--- config.mk ---
export PLATFORM = sky130hd
export DESIGN_NAME = bytecode_cpu
export DESIGN_NICKNAME = d
export VERILOG_FILES = /design/src/rtl/bytecode_cpu_pkg.sv /design/src/rtl/bytecode_cpu_decode.sv /design/src/rtl/bytecode_cpu_regfile.sv /design/src/rtl/bytecode_cpu_seq.sv /design/src/rtl/bytecode_cpu.sv
export SDC_FILE = /design/constraint.sdc
export NUM_CORES = 1
export LEC_CHECK = 0
export BUFFER_PORTS_ARGS = -buffer_cell sky130_fd_sc_hd__buf_2
export CORE_MARGIN = 5
export CORE_UTILIZATION = 61
export CTS_CLUSTER_SIZE = 28
export DETAILED_ROUTE_END_ITERATION = 8
export GPL_ROUTABILITY_DRIVEN = 0
export PLACE_DENSITY_LB_ADDON = 0.08
export RECOVER_POWER = 100
export SYNTH_ARGS = -nofsm -noshare
export SYNTH_HDL_FRONTEND = slang
export SYNTH_SLANG_ARGS = --single-unit
--- constraint.sdc ---
create_clock -name clk -period 5.7 [get_ports clk]
set_input_delay 0.285 -clock clk [delete_from_list [all_inputs] [get_ports clk]]
set_output_delay 0.285 -clock clk [all_outputs]
set_load 0.01 [all_outputs]
--- src/rtl/bytecode_cpu_pkg.sv ---
package bytecode_cpu_pkg;

   localparam logic [7:0] OPC_LDI = 8'hAA;
   localparam logic [7:0] OPC_ADD = 8'hB2;
   localparam logic [7:0] OPC_JMP = 8'hC3;
   localparam logic [7:0] OPC_JNZ = 8'hC2;

   typedef enum logic [2:0] {
      ST_REQ,
      ST_OP,
      ST_B1,
      ST_B2,
      ST_EXEC,
      ST_HALT
   } seq_state_e;

   typedef enum logic [2:0] {
      K_LDI,
      K_ADD,
      K_JMP,
      K_JNZ,
      K_BAD
   } op_kind_e;

   function automatic op_kind_e classify(input logic [7:0] b);
      case (b)
         OPC_LDI: return K_LDI;
         OPC_ADD: return K_ADD;
         OPC_JMP: return K_JMP;
         OPC_JNZ: return K_JNZ;
         default: return K_BAD;
      endcase
   endfunction

   function automatic logic [1:0] op_len(input op_kind_e k);
      case (k)
         K_ADD:                return 2'd2;
         K_LDI, K_JMP, K_JNZ:  return 2'd3;
         default:              return 2'd1;
      endcase
   endfunction

endpackage

--- src/rtl/bytecode_cpu_decode.sv ---
module bytecode_cpu_decode
   import bytecode_cpu_pkg::*;
#(
   parameter int NREGS = 8,
   parameter int IDX_W = 3
) (
   input  logic [7:0]       op_byte,
   input  logic [7:0]       fld_byte,
   output op_kind_e         kind,
   output logic [1:0]       len,
   output logic             bad_reg,
   output logic [IDX_W-1:0] ix,
   output logic [IDX_W-1:0] iy
);

   logic x_bad;
   logic y_bad;

   always_comb begin
      kind  = classify(op_byte);
      len   = op_len(kind);
      x_bad = int'(fld_byte[7:4]) >= NREGS;
      y_bad = int'(fld_byte[3:0]) >= NREGS;
      case (kind)
         K_LDI:   bad_reg = x_bad;
         K_ADD:   bad_reg = x_bad | y_bad;
         default: bad_reg = 1'b0;
      endcase
      ix = fld_byte[4 +: IDX_W];
      iy = fld_byte[0 +: IDX_W];
   end

endmodule

--- src/rtl/bytecode_cpu_regfile.sv ---
module bytecode_cpu_regfile #(
   parameter int DATA_W         = 8,
   parameter int NREGS          = 8,
   parameter int IDX_W          = 3,
   parameter bit DBG_REGISTERED = 1'b0
) (
   input  logic              clk,
   input  logic              rst_n,
   input  logic              we,
   input  logic [IDX_W-1:0]  waddr,
   input  logic [DATA_W-1:0] wdata,
   input  logic [IDX_W-1:0]  ra,
   input  logic [IDX_W-1:0]  rb,
   output logic [DATA_W-1:0] rd_a,
   output logic [DATA_W-1:0] rd_b,
   input  logic [IDX_W-1:0]  dsel,
   output logic [DATA_W-1:0] ddata
);

   logic [DATA_W-1:0] regs [NREGS];

   for (genvar i = 0; i < NREGS; i++) begin : g_reg
      always_ff @(posedge clk) begin
         if (!rst_n)
            regs[i] <= '0;
         else if (we && (int'(waddr) == i))
            regs[i] <= wdata;
      end
   end

   assign rd_a = regs[ra];
   assign rd_b = regs[rb];

   if (DBG_REGISTERED) begin : g_dbg_ff
      always_ff @(posedge clk) begin
         if (!rst_n)
            ddata <= '0;
         else
            ddata <= regs[dsel];
      end
   end else begin : g_dbg_comb
      assign ddata = regs[dsel];
   end

endmodule

--- src/rtl/bytecode_cpu_seq.sv ---
module bytecode_cpu_seq
   import bytecode_cpu_pkg::*;
#(
   parameter int              ADDR_W   = 16,
   parameter logic [ADDR_W-1:0] RESET_PC = ADDR_W'(16'h0010)
) (
   input  logic              clk,
   input  logic              rst_n,
   input  logic [7:0]        imem_data,
   input  op_kind_e          dec_kind,
   input  logic [1:0]        dec_len,
   input  logic              dec_bad_reg,
   input  logic              zero_flag,
   output logic [7:0]        dec_op_byte,
   output logic [7:0]        dec_fld_byte,
   output seq_state_e        state,
   output logic [ADDR_W-1:0] pc,
   output logic [ADDR_W-1:0] fptr,
   output op_kind_e          kind_q,
   output logic [7:0]        imm_q,
   output logic              exec,
   output logic              retire,
   output logic              halted
);

   logic [7:0]        opc_q;
   logic [7:0]        fld_q;
   logic [ADDR_W-1:0] target;
   logic [ADDR_W-1:0] pc_step;
   logic [ADDR_W-1:0] pc_next;

   always_comb begin
      kind_q       = classify(opc_q);
      dec_op_byte  = (state == ST_OP) ? imem_data : opc_q;
      dec_fld_byte = (state == ST_B1) ? imem_data : fld_q;
      target       = ADDR_W'({imm_q, fld_q});
      pc_step      = pc + ADDR_W'(op_len(kind_q));
      case (kind_q)
         K_JMP:   pc_next = target;
         K_JNZ:   pc_next = zero_flag ? pc_step : target;
         default: pc_next = pc_step;
      endcase
      exec   = (state == ST_EXEC);
      halted = (state == ST_HALT);
   end

   always_ff @(posedge clk) begin
      if (!rst_n) begin
         state  <= ST_REQ;
         pc     <= RESET_PC;
         fptr   <= RESET_PC;
         opc_q  <= '0;
         fld_q  <= '0;
         imm_q  <= '0;
         retire <= 1'b0;
      end else begin
         retire <= 1'b0;
         case (state)
            ST_REQ: begin
               fptr  <= fptr + ADDR_W'(1);
               state <= ST_OP;
            end
            ST_OP: begin
               opc_q <= imem_data;
               if (dec_kind == K_BAD)
                  state <= ST_HALT;
               else if (dec_len == 2'd1)
                  state <= ST_EXEC;
               else begin
                  fptr  <= fptr + ADDR_W'(1);
                  state <= ST_B1;
               end
            end
            ST_B1: begin
               fld_q <= imem_data;
               if (dec_bad_reg)
                  state <= ST_HALT;
               else if (dec_len == 2'd2)
                  state <= ST_EXEC;
               else begin
                  fptr  <= fptr + ADDR_W'(1);
                  state <= ST_B2;
               end
            end
            ST_B2: begin
               imm_q <= imem_data;
               state <= ST_EXEC;
            end
            ST_EXEC: begin
               pc     <= pc_next;
               fptr   <= pc_next;
               retire <= 1'b1;
               state  <= ST_REQ;
            end
            ST_HALT: state <= ST_HALT;
            default: state <= ST_HALT;
         endcase
      end
   end

endmodule

--- src/rtl/bytecode_cpu.sv ---
module bytecode_cpu
   import bytecode_cpu_pkg::*;
#(
   parameter int                ADDR_W         = 16,
   parameter int                NREGS          = 8,
   parameter logic [ADDR_W-1:0] RESET_PC       = ADDR_W'(16'h0010),
   parameter bit                DBG_REGISTERED = 1'b0,
   localparam int               DATA_W         = 8,
   localparam int               IDX_W          = (NREGS > 1) ? $clog2(NREGS) : 1
) (
   input  logic              clk,
   input  logic              rst_n,
   output logic [ADDR_W-1:0] imem_addr,
   input  logic [DATA_W-1:0] imem_data,
   output logic              halted,
   output logic              retire,
   output logic [ADDR_W-1:0] pc_o,
   output logic              zero_o,
   input  logic [IDX_W-1:0]  dbg_sel,
   output logic [DATA_W-1:0] dbg_data
);

   if (ADDR_W < 16) begin : g_chk_addr
      $error("bytecode_cpu: ADDR_W must hold a 16-bit jump target");
   end
   if (NREGS < 2 || NREGS > 16) begin : g_chk_regs
      $error("bytecode_cpu: NREGS must fit a 4-bit register field");
   end

   seq_state_e        state;
   op_kind_e          dec_kind;
   op_kind_e          kind_q;
   logic [1:0]        dec_len;
   logic              dec_bad_reg;
   logic [7:0]        dec_op_byte;
   logic [7:0]        dec_fld_byte;
   logic [7:0]        imm_q;
   logic [IDX_W-1:0]  ix;
   logic [IDX_W-1:0]  iy;
   logic              exec;
   logic              zero_q;
   logic [DATA_W-1:0] rd_a;
   logic [DATA_W-1:0] rd_b;
   logic [DATA_W-1:0] sum;
   logic              we;
   logic [DATA_W-1:0] wdata;
   logic [ADDR_W-1:0] pc;
   logic [ADDR_W-1:0] fptr;

   bytecode_cpu_seq #(
      .ADDR_W   (ADDR_W),
      .RESET_PC (RESET_PC)
   ) u_seq (
      .clk          (clk),
      .rst_n        (rst_n),
      .imem_data    (imem_data),
      .dec_kind     (dec_kind),
      .dec_len      (dec_len),
      .dec_bad_reg  (dec_bad_reg),
      .zero_flag    (zero_q),
      .dec_op_byte  (dec_op_byte),
      .dec_fld_byte (dec_fld_byte),
      .state        (state),
      .pc           (pc),
      .fptr         (fptr),
      .kind_q       (kind_q),
      .imm_q        (imm_q),
      .exec         (exec),
      .retire       (retire),
      .halted       (halted)
   );

   bytecode_cpu_decode #(
      .NREGS (NREGS),
      .IDX_W (IDX_W)
   ) u_dec (
      .op_byte  (dec_op_byte),
      .fld_byte (dec_fld_byte),
      .kind     (dec_kind),
      .len      (dec_len),
      .bad_reg  (dec_bad_reg),
      .ix       (ix),
      .iy       (iy)
   );

   always_comb begin
      sum   = rd_a + rd_b;
      we    = exec && (kind_q == K_LDI || kind_q == K_ADD);
      wdata = (kind_q == K_LDI) ? imm_q : sum;
   end

   bytecode_cpu_regfile #(
      .DATA_W         (DATA_W),
      .NREGS          (NREGS),
      .IDX_W          (IDX_W),
      .DBG_REGISTERED (DBG_REGISTERED)
   ) u_rf (
      .clk   (clk),
      .rst_n (rst_n),
      .we    (we),
      .waddr (ix),
      .wdata (wdata),
      .ra    (ix),
      .rb    (iy),
      .rd_a  (rd_a),
      .rd_b  (rd_b),
      .dsel  (dbg_sel),
      .ddata (dbg_data)
   );

   always_ff @(posedge clk) begin
      if (!rst_n)
         zero_q <= 1'b0;
      else if (exec && kind_q == K_ADD)
         zero_q <= (sum == '0);
   end

   assign imem_addr = fptr;
   assign pc_o      = pc;
   assign zero_o    = zero_q;

endmodule

==> impl_metrics.ini, run 1 <==
[drt]
ant_nets = 0
dr.pass1.iters = 7
drt-initial-drc-count = 802
wl_per_cell_um = 22.6
vias = 6999
routed_via_density = 6.80
totalWireLength_mm = 23.3
drcViolationCount = 0

[setup_path]
cp.required_ns = 5.85
crit_chain = or3b_4 -> mux2i_2 -> buf_4 -> mux4_2 -> mux2_2 -> ha_1 -> o21a_1 -> a211oi_1 -> o21bai_1 -> a21oi_1 -> xnor3_1 -> mux2i_1 -> nor2_1
slowest_delay_ns = 0.68
path_class = flop to flop
slowest_stage = mux2i_2
critPathLaunch = u_seq.state[1]
critPathTopFamily = multiplexers
end_kind = flop
path_buf_inv = 1
start_kind = flop
critical_path.max_fanout = 20
r2r-start = u_seq.state[1]
cp.arrival_ns = 5.39

[global_route]
grt_remaining_overflow = 0
grt.total_usage_pct = 31.3
antenna_found_initial = 0
grt_max_degree = 73
grt_pass1_wl_mm = 35.9
grt_pass1_vias = 6562

[floorplanning]
start_util_pct = 62.3
io_pins = 56
num_rows = 41
coreArea_mm2 = 0.0126
die_x_um = 123
die-area_mm2 = 0.0153
fp.dieH_um = 123

[synth]
synth_nets = 840
yosys-top-cells-area = edfxtp_1 24%, dfxtp_1 16%, mux4_2 9.2%, nand2_1 4.7%, nor2_1 4.7%
synth_area_mm2 = 0.00786
ys_ff_latch = 125
synth-seq-area-share_pct = 40.0
synth_edf_count = 64
synthFlopType = edfxtp_1
synth_area_per_cell_um2 = 9.64
yosysWarnings = 0
yosysUniqueCellTypes = 72
async_flop_share_pct = 0
yosysTopAreaCell = edfxtp_1
synth_top_area_share_pct = 24.5
synthCells = 815

[timing]
fin_crit_ns = 5.24
worst_pin_slew_ns = 2.02
setup_tns_ns = 0
period_share_pct = 91.9
timing.fmax_ghz = 0.191
hold_viol = 0
setup_violations = 0
rsz0062_at_grt = false
drv_slew = 104
relSlewSlack_pct = -34.5
skew_ns = 0.00826

[placed_design]
io_buffers = 55
place_inst = 998
dp_hpwl_mm = 16.1

[final_layout]
multi_input_area_mm2 = 0.00444
areaGrowthSynthToFinish_pct = 11.5
regArea_mm2 = 0.00314
final_util_pct = 69.4
fin_cells = 1030
drive_above_1_share_pct = 13.4
final_cell_mix = 99 x nand2_1, 99 x nor2_1, 64 x edfxtp_1, 61 x dfxtp_1
nFillCells = 1018
fin_nets = 870
n_antenna_cell = 0

[clock_tree]
cts_inserted_buffers = 17
path_clk_slew_ns = 0.06
cts_hold_buf = 0
cts_tree = yes
cts_sinks = 125
postCtsSetupBuffers = 0
clockBufferDepth = 2
post_cts_resized = 0
worstSkewPairLatency_ns = 0.43
cts-root-buf = clkbuf_16
cts_max_level = 4

[status]
violations = max-capacitance violations, max-slew violations
status = finished with violations

[hold_path]
hp-class = primary input to flop
hp-start = imem_data[7]

[power_and_ir_drop]
ir_worst_vdd_mv = 0.211
power_density_mw_per_mm2 = 269
leakage_nw = 3.25

[job]
maxCapViolations = 8
-- cells by family (layout without fill, tap and decap cells) --
family          Yosys count  count (layout)  share of synthesized area (%)
mux                      89              89                           17.1
fa+ha+maj                12              12                           2.10
compound gates          188             188                           15.9
buf+inv                  65             108                           3.30
flops                   125             125                           40.0
xor+xnor                 23              23                           2.74
simple gates            313             313                           18.9
-- registers in the layout, indices dropped and copies added (netlist names), named ones only --
register	flops
u_seq.state	3
u_seq.fptr	16
u_seq.retire	1
u_seq.opc_q	8
u_seq.pc	16
zero_o	1
u_rf.regs	64
u_seq.imm_q	8
u_seq.fld_q	7
-- path summary, 6_finish.rpt --
kind	end	slack (ns)	cells past startpoint
max	u_rf.regs[6][7]	0.46	13
min reg2reg	u_seq.opc_q[2]	0.51	2
max reg2reg	u_rf.regs[6][7]	0.46	13
min	u_seq.opc_q[7]	0.17	3
-- stage by stage --
stage                     hold WS (ns)  setup slack, ns  cell area (um2)  power [W]
after global placement           0.489            0.740             8220    0.00121
after global routing             0.179            0.216             8760    0.00242
after CTS                        0.160            0.480             8840    0.00235
after floorplan                  0.421            0.912             7860    0.00115
final                            0.167            0.463             8760    0.00236
after detailed placement         0.497            0.488             8220    0.00122
-- per-layer routing --
layer	wire length, um	part of all wire [%]	GRT usage, %	vias to the layer above
met5	0	0	0	-
met4	891	3.8	13.5	0
met3	2050	8.8	6.08	84
met2	11600	50	54.2	452
met1	8690	37	38.0	3360
li1	-	-	-	3103
-- layout make-up --
type	instances	share of cell area, %
Clock buffer	18	4.90
Tap cell	172	2.46
Timing Repair Buffer	68	3.53
Multi-Input combinational cell	625	50.7
Sequential cell	125	35.9
Inverter	8	0.343
Clock inverter	14	2.21
-- power breakdown --
part / internal [W] / switching [W] / total (W)
combinational: 0.0000773 / 0.000123 / 0.000201
sequential: 0.000971 / 0.0000319 / 0.00100
clock: 0.000731 / 0.000421 / 0.00115
-- worst register-to-register path: cells and delay by family (launching register included) --
kind,cells,cell delay (ns)
muxes,4,2.02
AOI/OAI and AO/OA,4,0.84
and+or+nand+nor,2,0.71
DFF,1,0.50
adders and majority gates,1,0.34
buffers and inverters,1,0.32
xor gates and xnor gates,1,0.24
-- cell usage after synthesis (7+ instances only) --
cell type  instances
and3_1             9
inv_1              8
o21ai_0           44
and2_1             9
nor2_1            99
o22ai_1            9
nor2b_1           14
xnor2_1           12
o221ai_1          13
mux4_2            32
mux2_2            20
dfxtp_1           61
nand3_1           25
nor3_1            12
clkbuf_1          48
a21boi_0          13
a211oi_1           7
ha_1              10
nand2_1           99
xor2_1            10
o211ai_1          10
edfxtp_1          64
mux2i_1           35
a21oi_1           45
Power figures use the tool's default switching activity.
==> run 2: changes to the inputs <==
--- a/config.mk
+++ b/config.mk
@@ -11,7 +11,7 @@
 export CTS_CLUSTER_SIZE = 28
 export DETAILED_ROUTE_END_ITERATION = 8
 export GPL_ROUTABILITY_DRIVEN = 0
-export PLACE_DENSITY_LB_ADDON = 0.08
+export PLACE_DENSITY = 0.89
 export RECOVER_POWER = 100
 export SYNTH_ARGS = -nofsm -noshare
 export SYNTH_HDL_FRONTEND = slang
==> impl_metrics.ini, run 2 (same netlist as run 1, synthesis figures left out) <==
[global_route]
antenna_found_initial = 0
grt_pass1_vias = 6719
grt_max_degree = 72
grt_pass1_wl_mm = 36.4
grt_remaining_overflow = 0
grt.total_usage_pct = 31.4

[setup_path]
cp.arrival_ns = 5.15
start_kind = flop
path_class = flop to flop
critical_path.max_fanout = 20
cp.required_ns = 5.85
r2r-start = u_seq.state[1]
critPathLaunch = u_seq.state[1]
rrSetupSlack_ns = 0.70
end_kind = flop
reg2reg_depth = 13

[final_layout]
final_cell_mix = 99 x nand2_1, 99 x nor2_1, 64 x edfxtp_1, 61 x dfxtp_1, 50 x clkbuf_1
fin_nets = 870
nFillCells = 944
top_register = u_rf.regs
n_antenna_cell = 0
top_regs = u_rf.regs x64, u_seq.fptr x16, u_seq.pc x16
largest_reg_flops = 64
multi_input_area_mm2 = 0.00444
final_util_pct = 69.0
drive_above_1_share_pct = 12.5
areaGrowthSynthToFinish_pct = 10.8
regArea_mm2 = 0.00314

[power_and_ir_drop]
p_int_w = 0.00173
swShare_pct = 24.5
leakage_nw = 3.22
power_density_mw_per_mm2 = 263
p_switching_w = 0.000561
ir_worst_vdd_mv = 0.156
p_clk_share_pct = 47.2
p_comb_share_pct = 8.9
seqPwrFrac_pct = 43.9

[drt]
dr.pass1.iters = 7
vias = 7116
routed_via_density = 6.91
totalWireLength_mm = 22.8
wl_per_cell_um = 22.1
drcViolationCount = 0
ant_nets = 0
drt-initial-drc-count = 1210

[timing]
hold_slack_ns = 0.183
rsz0062_at_grt = false
worst_pin_slew_ns = 1.86
relSlewSlack_pct = -24.1
worst_slack_ns = 0.697
drv_slew = 35
skew_ns = 0.0116
setup_tns_ns = 0
hold_viol = 0
period_share_pct = 87.8
setup_violations = 0
fin_crit_ns = 5.00
timing.fmax_ghz = 0.200

[clock_tree]
cts-root-buf = clkbuf_16
path_clk_slew_ns = 0.06
cts_max_level = 4
cts_inserted_buffers = 17
cts_tree = yes
postCtsSetupBuffers = 0
clockBufferDepth = 2
cts_sinks = 125
cts_hold_buf = 0
post_cts_resized = 0
worstSkewPairLatency_ns = 0.43

[hold_path]
hp-class = primary input to flop
hold_depth = 3
hp-start = imem_data[7]

[floorplanning]
die_x_um = 123
num_rows = 41
coreArea_mm2 = 0.0126
die-area_mm2 = 0.0153
start_util_pct = 62.3
io_pins = 56
fp.dieH_um = 123

[placed_design]
io_buffers = 55
dp_hpwl_mm = 15.5
place_ws_ns = 0.817

[job]
maxCapViolations = 3

[status]
status = finished with violations
violations = max-capacitance violations, max-slew violations
run 2: changes by cell type in the layout (fill, tap and decap cells not counted), sizes merged:
cell and change:
clkinv +4, bufinv -1, clkinvlp -2, clkbuf +6, buf -6, inv -1
run 2: power by group through the flow:
stage	sequential (W)	clock, W	combinational, W
floorplan	0.00101	0	0.000144
global placement	0.00102	0	0.000195
detailed placement	0.00102	0	0.000201
CTS	0.00100	0.00108	0.000204
global route	0.00101	0.00112	0.000218
finish	0.00100	0.00108	0.000203
run 2: worst max-delay path, stage by stage, from the launching register on:
cell and delay, ns:
dfxtp_1 0.49, or3b_4 0.59, mux2i_2 0.23, buf_4 0.31, mux4_2 0.55, mux2_1 0.36
ha_1 0.33, a211o_1 0.30, a211oi_1 0.29, o21bai_1 0.12, a21oi_1 0.17, xnor3_1 0.26
mux2i_1 0.60, nor2_1 0.11
run 2: per-layer routing:
metal	share of wire [%]	global-route usage (%)
met1	37	41.6
met4	5.0	14.9
met3	14	8.69
met2	45	47.7
met5	0	0
run 2: layout make-up:
cell class / count / area share [%]
clock buffers: 18 / 4.93
multi-input cells: 625 / 51.0
flip-flops and latches: 125 / 36.1
well taps: 172 / 2.47
inverters: 8 / 0.345
clock inverters: 14 / 1.74
repair buffers: 68 / 3.41
run 2: final timing paths:
path,to
setup / recovery,u_rf.regs[4][7]
hold / removal,u_seq.opc_q[7]
setup reg to reg,u_rf.regs[4][7]
hold reg to reg,u_seq.opc_q[2]
run 2: stage by stage:
stage | power (W) | instances | area (um2)
2_1_floorplan | 0.00115 | 815 | 7860
3_3_place_gp | 0.00121 | 998 | 8220
3_5_place_dp | 0.00122 | 998 | 8220
4_1_cts | 0.00228 | 1030 | 8800
5_1_grt | 0.00235 | 1030 | 8710
6_report | 0.00229 | 1030 | 8710
